File: config.mk
export PLATFORM = sky130hd
export DESIGN_NAME = bitser_pe
export DESIGN_NICKNAME = d
export VERILOG_FILES = /design/src/rtl/sbs_pkg.sv /design/src/rtl/sbs_ctrl.sv /design/src/rtl/sbs_operand_cache.sv /design/src/rtl/sbs_serial_adder.sv /design/src/rtl/bitser_pe.sv
export SDC_FILE = /design/constraint.sdc
export NUM_CORES = 1
export LEC_CHECK = 0
export ABC_AREA = 1
export BUFFER_PORTS_ARGS = -buffer_cell sky130_fd_sc_hd__buf_2
export CORE_MARGIN = 3
export CORE_UTILIZATION = 52
export DETAILED_ROUTE_END_ITERATION = 8
export GPL_ROUTABILITY_DRIVEN = 1
export PLACE_DENSITY_LB_ADDON = 0.08
export SLEW_MARGIN = 20
export SYNTH_ARGS = -nofsm -noshare
export SYNTH_HDL_FRONTEND = slang
export SYNTH_HIERARCHICAL = 1
export SYNTH_SLANG_ARGS = --single-unit
File: constraint.sdc
create_clock -name clk -period 3.9 [get_ports clk]
set_clock_uncertainty 0.15 [all_clocks]
set_input_delay 0.78 -clock clk [delete_from_list [all_inputs] [get_ports clk]]
set_output_delay 0.78 -clock clk [all_outputs]
set_load 0.1 [all_outputs]
File: src/rtl/sbs_pkg.sv
package sbs_pkg;

    typedef enum logic {
        ST_IDLE = 1'b0,
        ST_RUN  = 1'b1
    } pe_state_e;

    typedef struct packed {
        logic sum;
        logic cout;
    } fa_t;

    function automatic fa_t full_add(input logic a, input logic b, input logic cin);
        fa_t r;
        r.sum  = a ^ b ^ cin;
        r.cout = (a & b) | (a & cin) | (b & cin);
        return r;
    endfunction

    function automatic int cnt_width(input int w);
        return (w > 1) ? $clog2(w) : 1;
    endfunction

endpackage

File: src/rtl/sbs_ctrl.sv
module sbs_ctrl
    import sbs_pkg::*;
#(
    parameter int W = 16
) (
    input  logic clk,
    input  logic rst,
    input  logic start_i,
    output logic done_o,
    output logic bit_en_o,
    output logic first_o,
    output logic accept_o
);
    localparam int CW = cnt_width(W);
    localparam logic [CW-1:0] LAST = CW'(W - 1);

    pe_state_e       state_q;
    logic [CW-1:0]   cnt_q;

    always_ff @(posedge clk) begin
        if (rst) begin
            state_q <= ST_IDLE;
            cnt_q   <= '0;
        end else begin
            unique case (state_q)
                ST_IDLE: begin
                    if (start_i) begin
                        state_q <= ST_RUN;
                        cnt_q   <= '0;
                    end
                end
                ST_RUN: begin
                    if (cnt_q == LAST) begin
                        state_q <= ST_IDLE;
                        cnt_q   <= '0;
                    end else begin
                        cnt_q <= cnt_q + 1'b1;
                    end
                end
                default: state_q <= ST_IDLE;
            endcase
        end
    end

    assign done_o   = (state_q == ST_IDLE);
    assign bit_en_o = (state_q == ST_RUN);
    assign first_o  = bit_en_o && (cnt_q == '0);
    assign accept_o = done_o && start_i;

    AST_ACCEPT_STARTS_RUN: assert property (@(posedge clk) disable iff (rst)
        (done_o && start_i) |=> (!done_o && bit_en_o && cnt_q == '0));
    AST_BUSY_IGNORES_START: assert property (@(posedge clk) disable iff (rst)
        (bit_en_o && cnt_q != LAST) |=> (!done_o && cnt_q == $past(cnt_q) + 1'b1));
    AST_CNT_IN_RANGE: assert property (@(posedge clk) disable iff (rst)
        cnt_q <= LAST);
    AST_DONE_AFTER_LAST: assert property (@(posedge clk) disable iff (rst)
        $rose(done_o) |-> ($past(bit_en_o) && $past(cnt_q) == LAST));

endmodule

File: src/rtl/sbs_operand_cache.sv
module sbs_operand_cache #(
    parameter int W = 16,
    parameter int N = 2
) (
    input  logic                clk,
    input  logic                rst,
    input  logic                load_en_i,
    input  logic                shift_en_i,
    input  logic [N-1:0][W-1:0] words_i,
    output logic [N-1:0]        lsb_o
);
    logic [N-1:0][W-1:0] sr_q;

    for (genvar i = 0; i < N; i++) begin : g_opnd
        always_ff @(posedge clk) begin
            if (rst) begin
                sr_q[i] <= '0;
            end else if (load_en_i) begin
                sr_q[i] <= words_i[i];
            end else if (shift_en_i) begin
                sr_q[i] <= {1'b0, sr_q[i][W-1:1]};
            end
        end
        assign lsb_o[i] = sr_q[i][0];
    end

    AST_CACHE_IDLE_HOLD: assert property (@(posedge clk) disable iff (rst)
        (!load_en_i && !shift_en_i) |=> $stable(sr_q));
    AST_CACHE_NO_LOAD_BUSY: assert property (@(posedge clk) disable iff (rst)
        !(load_en_i && shift_en_i));

endmodule

File: src/rtl/sbs_serial_adder.sv
module sbs_serial_adder
    import sbs_pkg::*;
#(
    parameter int W = 16
) (
    input  logic         clk,
    input  logic         rst,
    input  logic         bit_en_i,
    input  logic         first_i,
    input  logic         accept_i,
    input  logic         a_i,
    input  logic         b_i,
    output logic [W-1:0] result_o
);
    logic         carry_q;
    logic [W-1:0] sum_q;
    logic [W-1:0] result_q;
    fa_t          fa;

    always_comb fa = full_add(a_i, b_i, first_i ? 1'b0 : carry_q);

    always_ff @(posedge clk) begin
        if (rst) begin
            carry_q  <= 1'b0;
            sum_q    <= '0;
            result_q <= '0;
        end else begin
            if (bit_en_i) begin
                carry_q <= fa.cout;
                sum_q   <= {fa.sum, sum_q[W-1:1]};
            end
            if (accept_i) begin
                result_q <= sum_q;
            end
        end
    end

    assign result_o = result_q;

    AST_RESULT_HOLD: assert property (@(posedge clk) disable iff (rst)
        !accept_i |=> $stable(result_q));
    AST_SUM_IDLE_HOLD: assert property (@(posedge clk) disable iff (rst)
        !bit_en_i |=> ($stable(sum_q) && $stable(carry_q)));
    AST_NO_ACCEPT_WHILE_RUN: assert property (@(posedge clk) disable iff (rst)
        !(accept_i && bit_en_i));

endmodule

File: src/rtl/bitser_pe.sv
module bitser_pe #(
    parameter int W = 16
) (
    input  logic         clk,
    input  logic         rst,
    input  logic         load_i,
    input  logic [W-1:0] opa_i,
    input  logic [W-1:0] opb_i,
    input  logic         start_i,
    output logic         done_o,
    output logic         bit_en_o,
    output logic [W-1:0] result_o
);
    localparam int NOPS = 2;

    logic                   done_w;
    logic                   bit_en_w;
    logic                   first_w;
    logic                   accept_w;
    logic [NOPS-1:0]        lsb_w;
    logic [NOPS-1:0][W-1:0] words_w;

    assign words_w[0] = opa_i;
    assign words_w[1] = opb_i;

    sbs_ctrl #(.W(W)) u_ctrl (
        .clk      (clk),
        .rst      (rst),
        .start_i  (start_i),
        .done_o   (done_w),
        .bit_en_o (bit_en_w),
        .first_o  (first_w),
        .accept_o (accept_w)
    );

    sbs_operand_cache #(.W(W), .N(NOPS)) u_cache (
        .clk        (clk),
        .rst        (rst),
        .load_en_i  (load_i && done_w),
        .shift_en_i (bit_en_w),
        .words_i    (words_w),
        .lsb_o      (lsb_w)
    );

    sbs_serial_adder #(.W(W)) u_adder (
        .clk      (clk),
        .rst      (rst),
        .bit_en_i (bit_en_w),
        .first_i  (first_w),
        .accept_i (accept_w),
        .a_i      (lsb_w[0]),
        .b_i      (lsb_w[1]),
        .result_o (result_o)
    );

    assign done_o   = done_w;
    assign bit_en_o = bit_en_w;

    AST_IDLE_NO_CLOCK: assert property (@(posedge clk) disable iff (rst)
        done_o |-> !bit_en_o);

endmodule

==> impl_metrics.ini, run 1 <==
[outcome]
outcome = complete, no violations

[finish]
register_area_um2 = 1400
fill_cells = 608
final_cell_mix = nand2_1, dfxtp_1, nor2_1, inv_1, buf_2
multiInputGateArea_um2 = 1450
diodes = 0
final_common_cell = nand2_1
drive_above_1_share = 0.172
final_nets = 582
syn2layout_area_growth_pct = 11.3

[die]
die_width_um = 85.8
ios = 54
coreArea_um2 = 6030
dieArea_um2 = 7360
fp.dieH_um = 85.8
rows = 28
start_util = 0.549

[timing]
hold_viol = 0
final_max_slew_viol_count = 0
setup_ws_ps = 1460
finalSetupViolCount = 0
rsz0062_at_grt = no
fmax_mhz = 409
slew_headroom = 0.398
tns_ps = 0
holdWs_ps = 317
post-route-min-period_ps = 2440
period_share = 0.627
worst_slew_pin_slew_ps = 903

[critical_path]
cp_num_buf_inv = 1
worstPathRequired_ps = 2970
timing.rr.start = u_ctrl/bit_en_o
slowest_delay_ps = 650
end_kind = primary output
cpMaxStageDelayCell = dfxtp_2
path_cells = buf_2
crit_family = flip-flops
reg2regPathDepth = 8
crit_fanout = 28
path_class = reg -> out
r2r-end = u_cache/sr_q[12]
reg2reg_setup_slack_ps = 1710
crit_path_start_kind = register
arrival_ps = 1510

[job]
maxCapViolations = 0

[routing]
post-route-drc-count = 0
wl_per_cell_um = 9.75
via_per_inst = 4.59
first_pass_iters = 4
drt_iter0_markers = 72
routed-via-count = 2855
drtAntennaViolNets = 0
routed_wirelength_um = 6060

[synthesis]
ys_types = 19
ys_seq_elements = 70
ys_seq_area_frac = 0.423
synthesis.nets = 542
avgSynthCellArea_um2 = 6.58
syn_inst = 503
synthesis.area_um2 = 3310
yosysWarnings = 6

[placed_design]
gp_congestion = 0.754
dp_hpwl_um = 3860
io_buffers = 53
post-place-ws_ps = 1630

[clock_tree]
cts_root_buffer = clkbuf_8
cts_max_level = 3
clock_latency_ps = 330
clkTransAtPathRegs_ps = 70
cts.path.max_buffers = 2
clock-sinks = 70
ctsResizeCount = 0
cts_tree = yes
cts_inserted_buffers = 9
post_cts_buffers = 0
cts_hold_buf = 0

[pwr]
p_int_mw = 1.23
p_sw_uw = 575
power.leakage_nw = 1.91
swShare = 0.319
pwr-share-comb = 0.215
pwr-share-seq = 0.454
clock_power_share = 0.331
cellPowerDensity_nw_per_um2 = 490
peakVddDrop_v = 0.000274

[grt]
first_global_vias = 2632
grt_first_pass_wirelength_um = 10700
grt_max_degree = 46
antenna_found_initial = 0
grtUsageTotal = 0.176
grt_overflow_total = 0

[min_path]
worstHoldStart = u_cache/sr_q[25]
whs_path_depth = 2
holdPathEnd = u_cache/sr_q[25]
hp-class = reg -> reg
worst max-delay path by stage:
stage | start | end | slack, ps | cells past startpoint
floorplan | u_ctrl/bit_en_o | u_cache/sr_q[1] | 820 | 8
global placement | load_i | u_cache/sr_q[8] | 1650 | 7
detailed placement | load_i | u_cache/lsb_o[1] | 1630 | 8
CTS | u_ctrl/bit_en_o | bit_en_o | 1430 | 1
global route | u_ctrl/bit_en_o | bit_en_o | 1370 | 1
finish | u_ctrl/bit_en_o | bit_en_o | 1460 | 1
state kept, by name, summed over array words and instances (netlist names):
signal,count
u_adder/carry_q,1
u_cache/sr_q,30
u_ctrl/cnt_q,4
u_ctrl/bit_en_o,1
u_adder/sum_q,16
u_adder/result_o,16
u_cache/lsb_o,2
metrics by stage:
step	total power [mW]	util	instances	cell area [µm²]
CTS	1.82	0.611	622	3680
finish	1.80	0.611	622	3680
detailed placement	1.23	0.577	607	3470
global route	1.91	0.611	622	3680
floorplan	1.18	-	503	3310
global placement	1.22	0.577	607	3470
synth_stat cells:
master | count | area (µm²)
nand3_1 | 8 | 40.0
o21ai_0 | 3 | 15.0
dfxtp_1 | 70 | 1400
fa_1 | 1 | 20.0
a21oi_2 | 11 | 96.3
ha_1 | 2 | 25.0
nor2_1 | 63 | 236
buf_2 | 8 | 40.0
nor3b_1 | 1 | 7.51
nand4_1 | 1 | 6.26
clkbuf_1 | 3 | 11.3
inv_1 | 60 | 225
buf_6 | 13 | 146
a21oi_1 | 21 | 105
nand2_1 | 225 | 845
nor2_4 | 1 | 11.3
inv_2 | 1 | 3.75
buf_4 | 4 | 30.0
nor2_2 | 7 | 43.8
power by group through the flow:
stage / logic (mW) / clock network (mW) / registers [mW]
after floorplan: 0.244 / 0 / 0.935
after global placement: 0.386 / 0 / 0.833
after detailed placement: 0.391 / 0 / 0.836
after CTS: 0.392 / 0.613 / 0.820
after global routing: 0.436 / 0.646 / 0.829
final: 0.388 / 0.597 / 0.820
layer usage:
metal	global-route usage	up-vias	part of all wire
li1	-	1555	-
met1	0.209	1247	0.49
met2	0.305	45	0.46
met3	0.0365	8	0.040
met4	0.0806	0	0.014
met5	0	-	0
area by class of cell:
type                    instances  share of cell area
flip-flops and latches         70               0.381
multi-input cells             344               0.395
clock inverters                 3              0.0116
repair buffers                 57              0.0802
clock buffers                  12              0.0449
inverters                      61              0.0622
well taps                      75              0.0255
logic make-up (layout without fill, tap and decap cells):
group | count (synthesis) | in the layout | share of synthesized area
buf+inv | 89 | 133 | 0.138
fa+ha+maj | 3 | 3 | 0.0136
simple gates | 306 | 306 | 0.360
compound gates | 35 | 35 | 0.0654
flops | 70 | 70 | 0.423
Note: power is estimated with default switching activity, not from simulation.
==> run 2, diff against run 1 <==
ABC_AREA = 0   (was 1)
clock period = 2.3 ns   (was 3.9 ns; I/O delays follow)
==> run 2 against run 1 <==
- non-clock buffer count rose by 4
- wire length fell by 14%
- synthesized area fell by 7.1%
- cell count fell by 33%
- setup slack got worse by 1100 ps
- sequential power rose by 59%
- first-iteration DRC count fell by 13%
- sequential share of layout area rose by 1.8 points
==> impl_metrics.ini, run 2 <==
[grt]
first_global_vias = 1953
busiest_layer = met2
antenna_found_initial = 0
globalRouteMet2Util = 0.234
grt_first_pass_wirelength_um = 8810
grt_overflow_total = 0
grtUsageTotal = 0.156
grt_max_degree = 72
grt_util_met3 = 0.0585
global_route.usage.met1 = 0.200

[finish]
syn2layout_area_growth_pct = 14.5
final_common_cell = dfxtp_1
drive_above_1_share = 0.251
final_cell_mix = dfxtp_1, mux2i_1, buf_2, nor2_1, nor2b_1
final_nets = 377
diodes = 0
largest_reg_flops = 30
regMostFlops = u_cache/sr_q

[critical_path]
worstPathRequired_ps = 1690
end_kind = primary output
path_class = reg -> out
reg2regPathDepth = 6
arrival_ps = 1290
crit_path_start_kind = register
timing.rr.start = u_ctrl/cnt_q[0]
startpoint = u_ctrl/bit_en_o
r2r-end = u_adder/sum_q[15]
reg2reg_setup_slack_ps = 470
crit_fanout = 24

[clock_tree]
cts_hold_buf = 0
clkTransAtPathRegs_ps = 70
cts.path.max_buffers = 2
cts_max_level = 3
post_cts_buffers = 0
clock_latency_ps = 340
cts_inserted_buffers = 9
clock-sinks = 70
ctsResizeCount = 0
cts_root_buffer = clkbuf_8
cts_tree = yes

[routing]
drt_iter0_markers = 63
via_per_inst = 5.12
routed-via-count = 2123
routed_wirelength_um = 5240
post-route-drc-count = 0
wl_per_cell_um = 12.6
drtAntennaViolNets = 0
first_pass_iters = 5

[pwr]
p_sw_uw = 632
swShare = 0.240
power.leakage_nw = 1.47
peakVddDrop_v = 0.000376
cellPowerDensity_nw_per_um2 = 749
pwr-share-comb = 0.118
total_power_mw = 2.64
p_int_mw = 2.00
pwr-share-seq = 0.493
clock_power_share = 0.389

[synthesis]
async_flop_share = 0
synth_edf_count = 0
synthesis.nets = 329
synth-main-ff-cell = dfxtp_1
synth.most_common_cell = dfxtp_1
synthesis.area_um2 = 3070
avgSynthCellArea_um2 = 10.6
synth_common_cells = dfxtp_1, mux2i_1, nor2_1
synth.top_cells.by_area = dfxtp_1, mux2i_1, nor2b_1, a211oi_1, nor2_1
synth_top_area_frac = 0.456
ys_types = 32
synth_area_leader_cell = dfxtp_1
syn_inst = 290
ys_seq_elements = 70
ys_seq_area_frac = 0.456
yosysWarnings = 6

[die]
fp.dieH_um = 82.9
die_width_um = 82.9
coreArea_um2 = 5610
ios = 54
start_util = 0.548
rows = 27
dieArea_um2 = 6870

[timing]
setup_ws_ps = 402
post-route-min-period_ps = 1900
holdWs_ps = 218
tns_ps = 0
worst_slew_pin_slew_ps = 527
fmax_mhz = 527
hold_viol = 0
slew_headroom = 0.649
rsz0062_at_grt = no
finalSetupViolCount = 0
period_share = 0.825
final_max_slew_viol_count = 0

[placed_design]
io_buffers = 53
dp_hpwl_um = 3350
gp_congestion = 0.727
post-place-ws_ps = 479

[min_path]
whs_path_depth = 3
worstHoldStart = opa_i[15]
hp-class = in -> reg
holdPathEnd = u_cache/sr_q[15]

[job]
maxCapViolations = 0

[outcome]
outcome = complete, no violations
## run 2: worst max-delay path, cell delays in order, from the launching register on
cell,delay [ps]
dfxtp_4,370
buf_4,340
buf_12,230
## run 2: worst max path at each step
stage                                    to  slack, ps  cells after the start
after global placement    u_adder/sum_q[15]        520                      6
final                              bit_en_o        400                      2
after floorplan           u_adder/sum_q[15]        180                      6
after detailed placement  u_adder/sum_q[15]        480                      6
after global routing               bit_en_o        340                      2
after CTS                          bit_en_o        390                      2
## run 2: area by class of cell
cell class | count | area [µm²]
Multi-Input combinational cell | 189 | 1430
Fill cell | 493 | 2090
Timing Repair Buffer | 61 | 353
Tap cell | 72 | 90.1
Clock inverter | 3 | 40.0
Clock buffer | 13 | 170
Inverter | 7 | 28.8
Sequential cell | 70 | 1410
## run 2: cell families (layout without fill, tap and decap cells)
group	count (synthesis)	after routing	share of synthesized area
adders and majority gates	3	3	0.0147
muxes	61	61	0.199
and+or+nand+nor	83	83	0.142
AOI/OAI and AO/OA	42	42	0.111
DFF	70	70	0.456
buffers and inverters	31	84	0.0781
## run 2: stage by stage
step	instances	area (µm²)	utilization
6_report	415	3520	0.628
4_1_cts	415	3520	0.628
3_3_place_gp	399	3310	0.590
3_5_place_dp	399	3310	0.590
2_1_floorplan	290	3080	-
5_1_grt	415	3520	0.628
## run 2: layer usage
| metal | share of wire | routed length, µm |
|---|---|---|
| met4 | 0.017 | 88 |
| met2 | 0.45 | 2340 |
| met3 | 0.056 | 294 |
| met1 | 0.48 | 2510 |
| met5 | 0 | 0 |
## run 2: power groups by stage
| stage | sequential, mW | clock, mW | combinational, mW |
|---|---|---|---|
| 2_1_floorplan | 1.34 | 0 | 0.252 |
| 3_3_place_gp | 1.33 | 0 | 0.310 |
| 3_5_place_dp | 1.33 | 0 | 0.312 |
| 4_1_cts | 1.30 | 1.05 | 0.314 |
| 5_1_grt | 1.31 | 1.11 | 0.340 |
| 6_report | 1.30 | 1.03 | 0.310 |
==> run 3, diff against run 2 <==
ABC_AREA = 1   (was 0)
clock period = 1.77 ns   (was 2.3 ns; I/O delays follow)
==> run 3 against run 2 <==
- global-route usage increased by 2.6 points
- clock power increased by 20%
- combinational power increased to 3.1 times the previous value
- clock-buffer cell count increased by 1
- worst hold slack got worse by 110 ps
- non-clock buffer count increased by 5
- flip-flop and latch count unchanged
==> impl_metrics.ini, run 3 (same netlist as run 1, synthesis figures left out) <==
[outcome]
outcome = complete, no violations

[die]
fp.dieH_um = 85.8
coreArea_um2 = 6030
rows = 28
dieArea_um2 = 7360
start_util = 0.549
ios = 54
die_width_um = 85.8

[pwr]
cellPowerDensity_nw_per_um2 = 1040
power.leakage_nw = 1.96
total_power_mw = 3.99
peakVddDrop_v = 0.000530

[finish]
final_area_um2 = 3840
final_common_cell = nand2_1
final_nets = 592
diodes = 0
syn2layout_area_growth_pct = 16.0
largest_reg_flops = 30
final_cell_mix = nand2_1, dfxtp_1, nor2_1, inv_1, buf_2
drive_above_1_share = 0.204
fin_util = 0.637
regMostFlops = u_cache/sr_q

[placed_design]
place_area_um2 = 3570
post-place-ws_ps = 29.3
dp_hpwl_um = 4050
gp_congestion = 0.792
io_buffers = 53

[routing]
routed_wirelength_um = 6480
drtAntennaViolNets = 0
post-route-drc-count = 0
routed-via-count = 2966
via_per_inst = 4.69
wl_per_cell_um = 10.2
drt_iter0_markers = 154
first_pass_iters = 4

[min_path]
holdPathEnd = u_cache/sr_q[31]
worstHoldStart = opb_i[15]
hp-class = in -> reg
whs_path_depth = 3

[clock_tree]
clkTransAtPathRegs_ps = 70
clock-sinks = 70
cts_hold_buf = 0
cts_max_level = 3
cts_tree = yes
clock_latency_ps = 340
cts_root_buffer = clkbuf_8
cts_inserted_buffers = 9
cts.path.max_buffers = 2

[grt]
grtUsageTotal = 0.183
grt_max_degree = 45
first_global_vias = 2628
grt_first_pass_wirelength_um = 10900
grt_overflow_total = 0
antenna_found_initial = 0

[critical_path]
arrival_ps = 1820
reg2reg_setup_slack_ps = 40
worstPathRequired_ps = 1860
end_kind = register
timing.rr.start = u_ctrl/cnt_q[0]
crit_path_start_kind = register
reg2regPathDepth = 9
crit_fanout = 2
path_class = reg -> reg
r2r-end = u_adder/sum_q[15]

[job]
maxCapViolations = 0

[timing]
final_max_slew_viol_count = 0
worst_slew_pin_slew_ps = 526
fmax_mhz = 576
post-route-min-period_ps = 1730
slew_headroom = 0.649
setup_ws_ps = 35.4
rsz0062_at_grt = yes
finalSetupViolCount = 0
period_share = 0.980
hold_viol = 0
[run 3: stage by stage]
| stage | hold slack [ps] | instances | setup TNS [ps] |
|---|---|---|---|
| after global routing | 131 | 633 | -59.1 |
| after floorplan | 273 | 503 | -13360 |
| after detailed placement | 304 | 613 | 0 |
| after global placement | 299 | 613 | 0 |
| final | 111 | 633 | 0 |
| after CTS | 96.7 | 629 | 0 |
[run 3: repair_timing]
item,CTS,global route
gates resized for setup,1,12
pin swaps,0,5
cloned,0,1
buffers inserted,0,3
endpoints found under the setup margin,1,33
[run 3: power breakdown]
group / switching (mW) / internal (mW) / leakage [nW]
Sequential: 0.0745 / 1.72 / 0.579
Combinational: 0.666 / 0.286 / 1.29
Clock: 0.572 / 0.670 / 0.0978
[run 3: layout make-up]
class                           instances  area, µm²
Fill cell                             574       2190
Multi-Input combinational cell        345       1500
Sequential cell                        70       1410
Timing Repair Buffer                   66        410
Inverter                               61        233
Clock buffer                           14        184
Tap cell                               75       93.8
Clock inverter                          2       12.5
[run 3: worst max-delay path by stage]
stage                     from           endpoint  slack [ps]  depth (start not counted)
3_5_place_dp   u_ctrl/cnt_q[0]  u_adder/sum_q[15]          30                          9
2_1_floorplan  u_ctrl/bit_en_o    u_cache/sr_q[1]        -430                          8
6_report       u_ctrl/cnt_q[0]  u_adder/sum_q[15]          40                          9
4_1_cts        u_ctrl/bit_en_o   u_cache/sr_q[28]          10                          6
3_3_place_gp   u_ctrl/bit_en_o   u_cache/sr_q[28]          90                          6
5_1_grt        u_ctrl/cnt_q[0]  u_adder/sum_q[15]         -60                          9
[run 3: critical path, cell delays in order (launching register included)]
cell and delay [ps]:
dfxtp_2 340, inv_2 50, ha_4 140, nor3b_4 140, inv_1 70, nand2_2 60, fa_1 510, nand2_1 50
nand2_1 80, nor2_1 50
[run 3: layer usage]
metal	GRT usage	vias up	share of wire
li1	-	1578	-
met1	0.210	1321	0.46
met2	0.319	56	0.48
met3	0.0355	11	0.044
met4	0.0964	0	0.015
met5	0	-	0
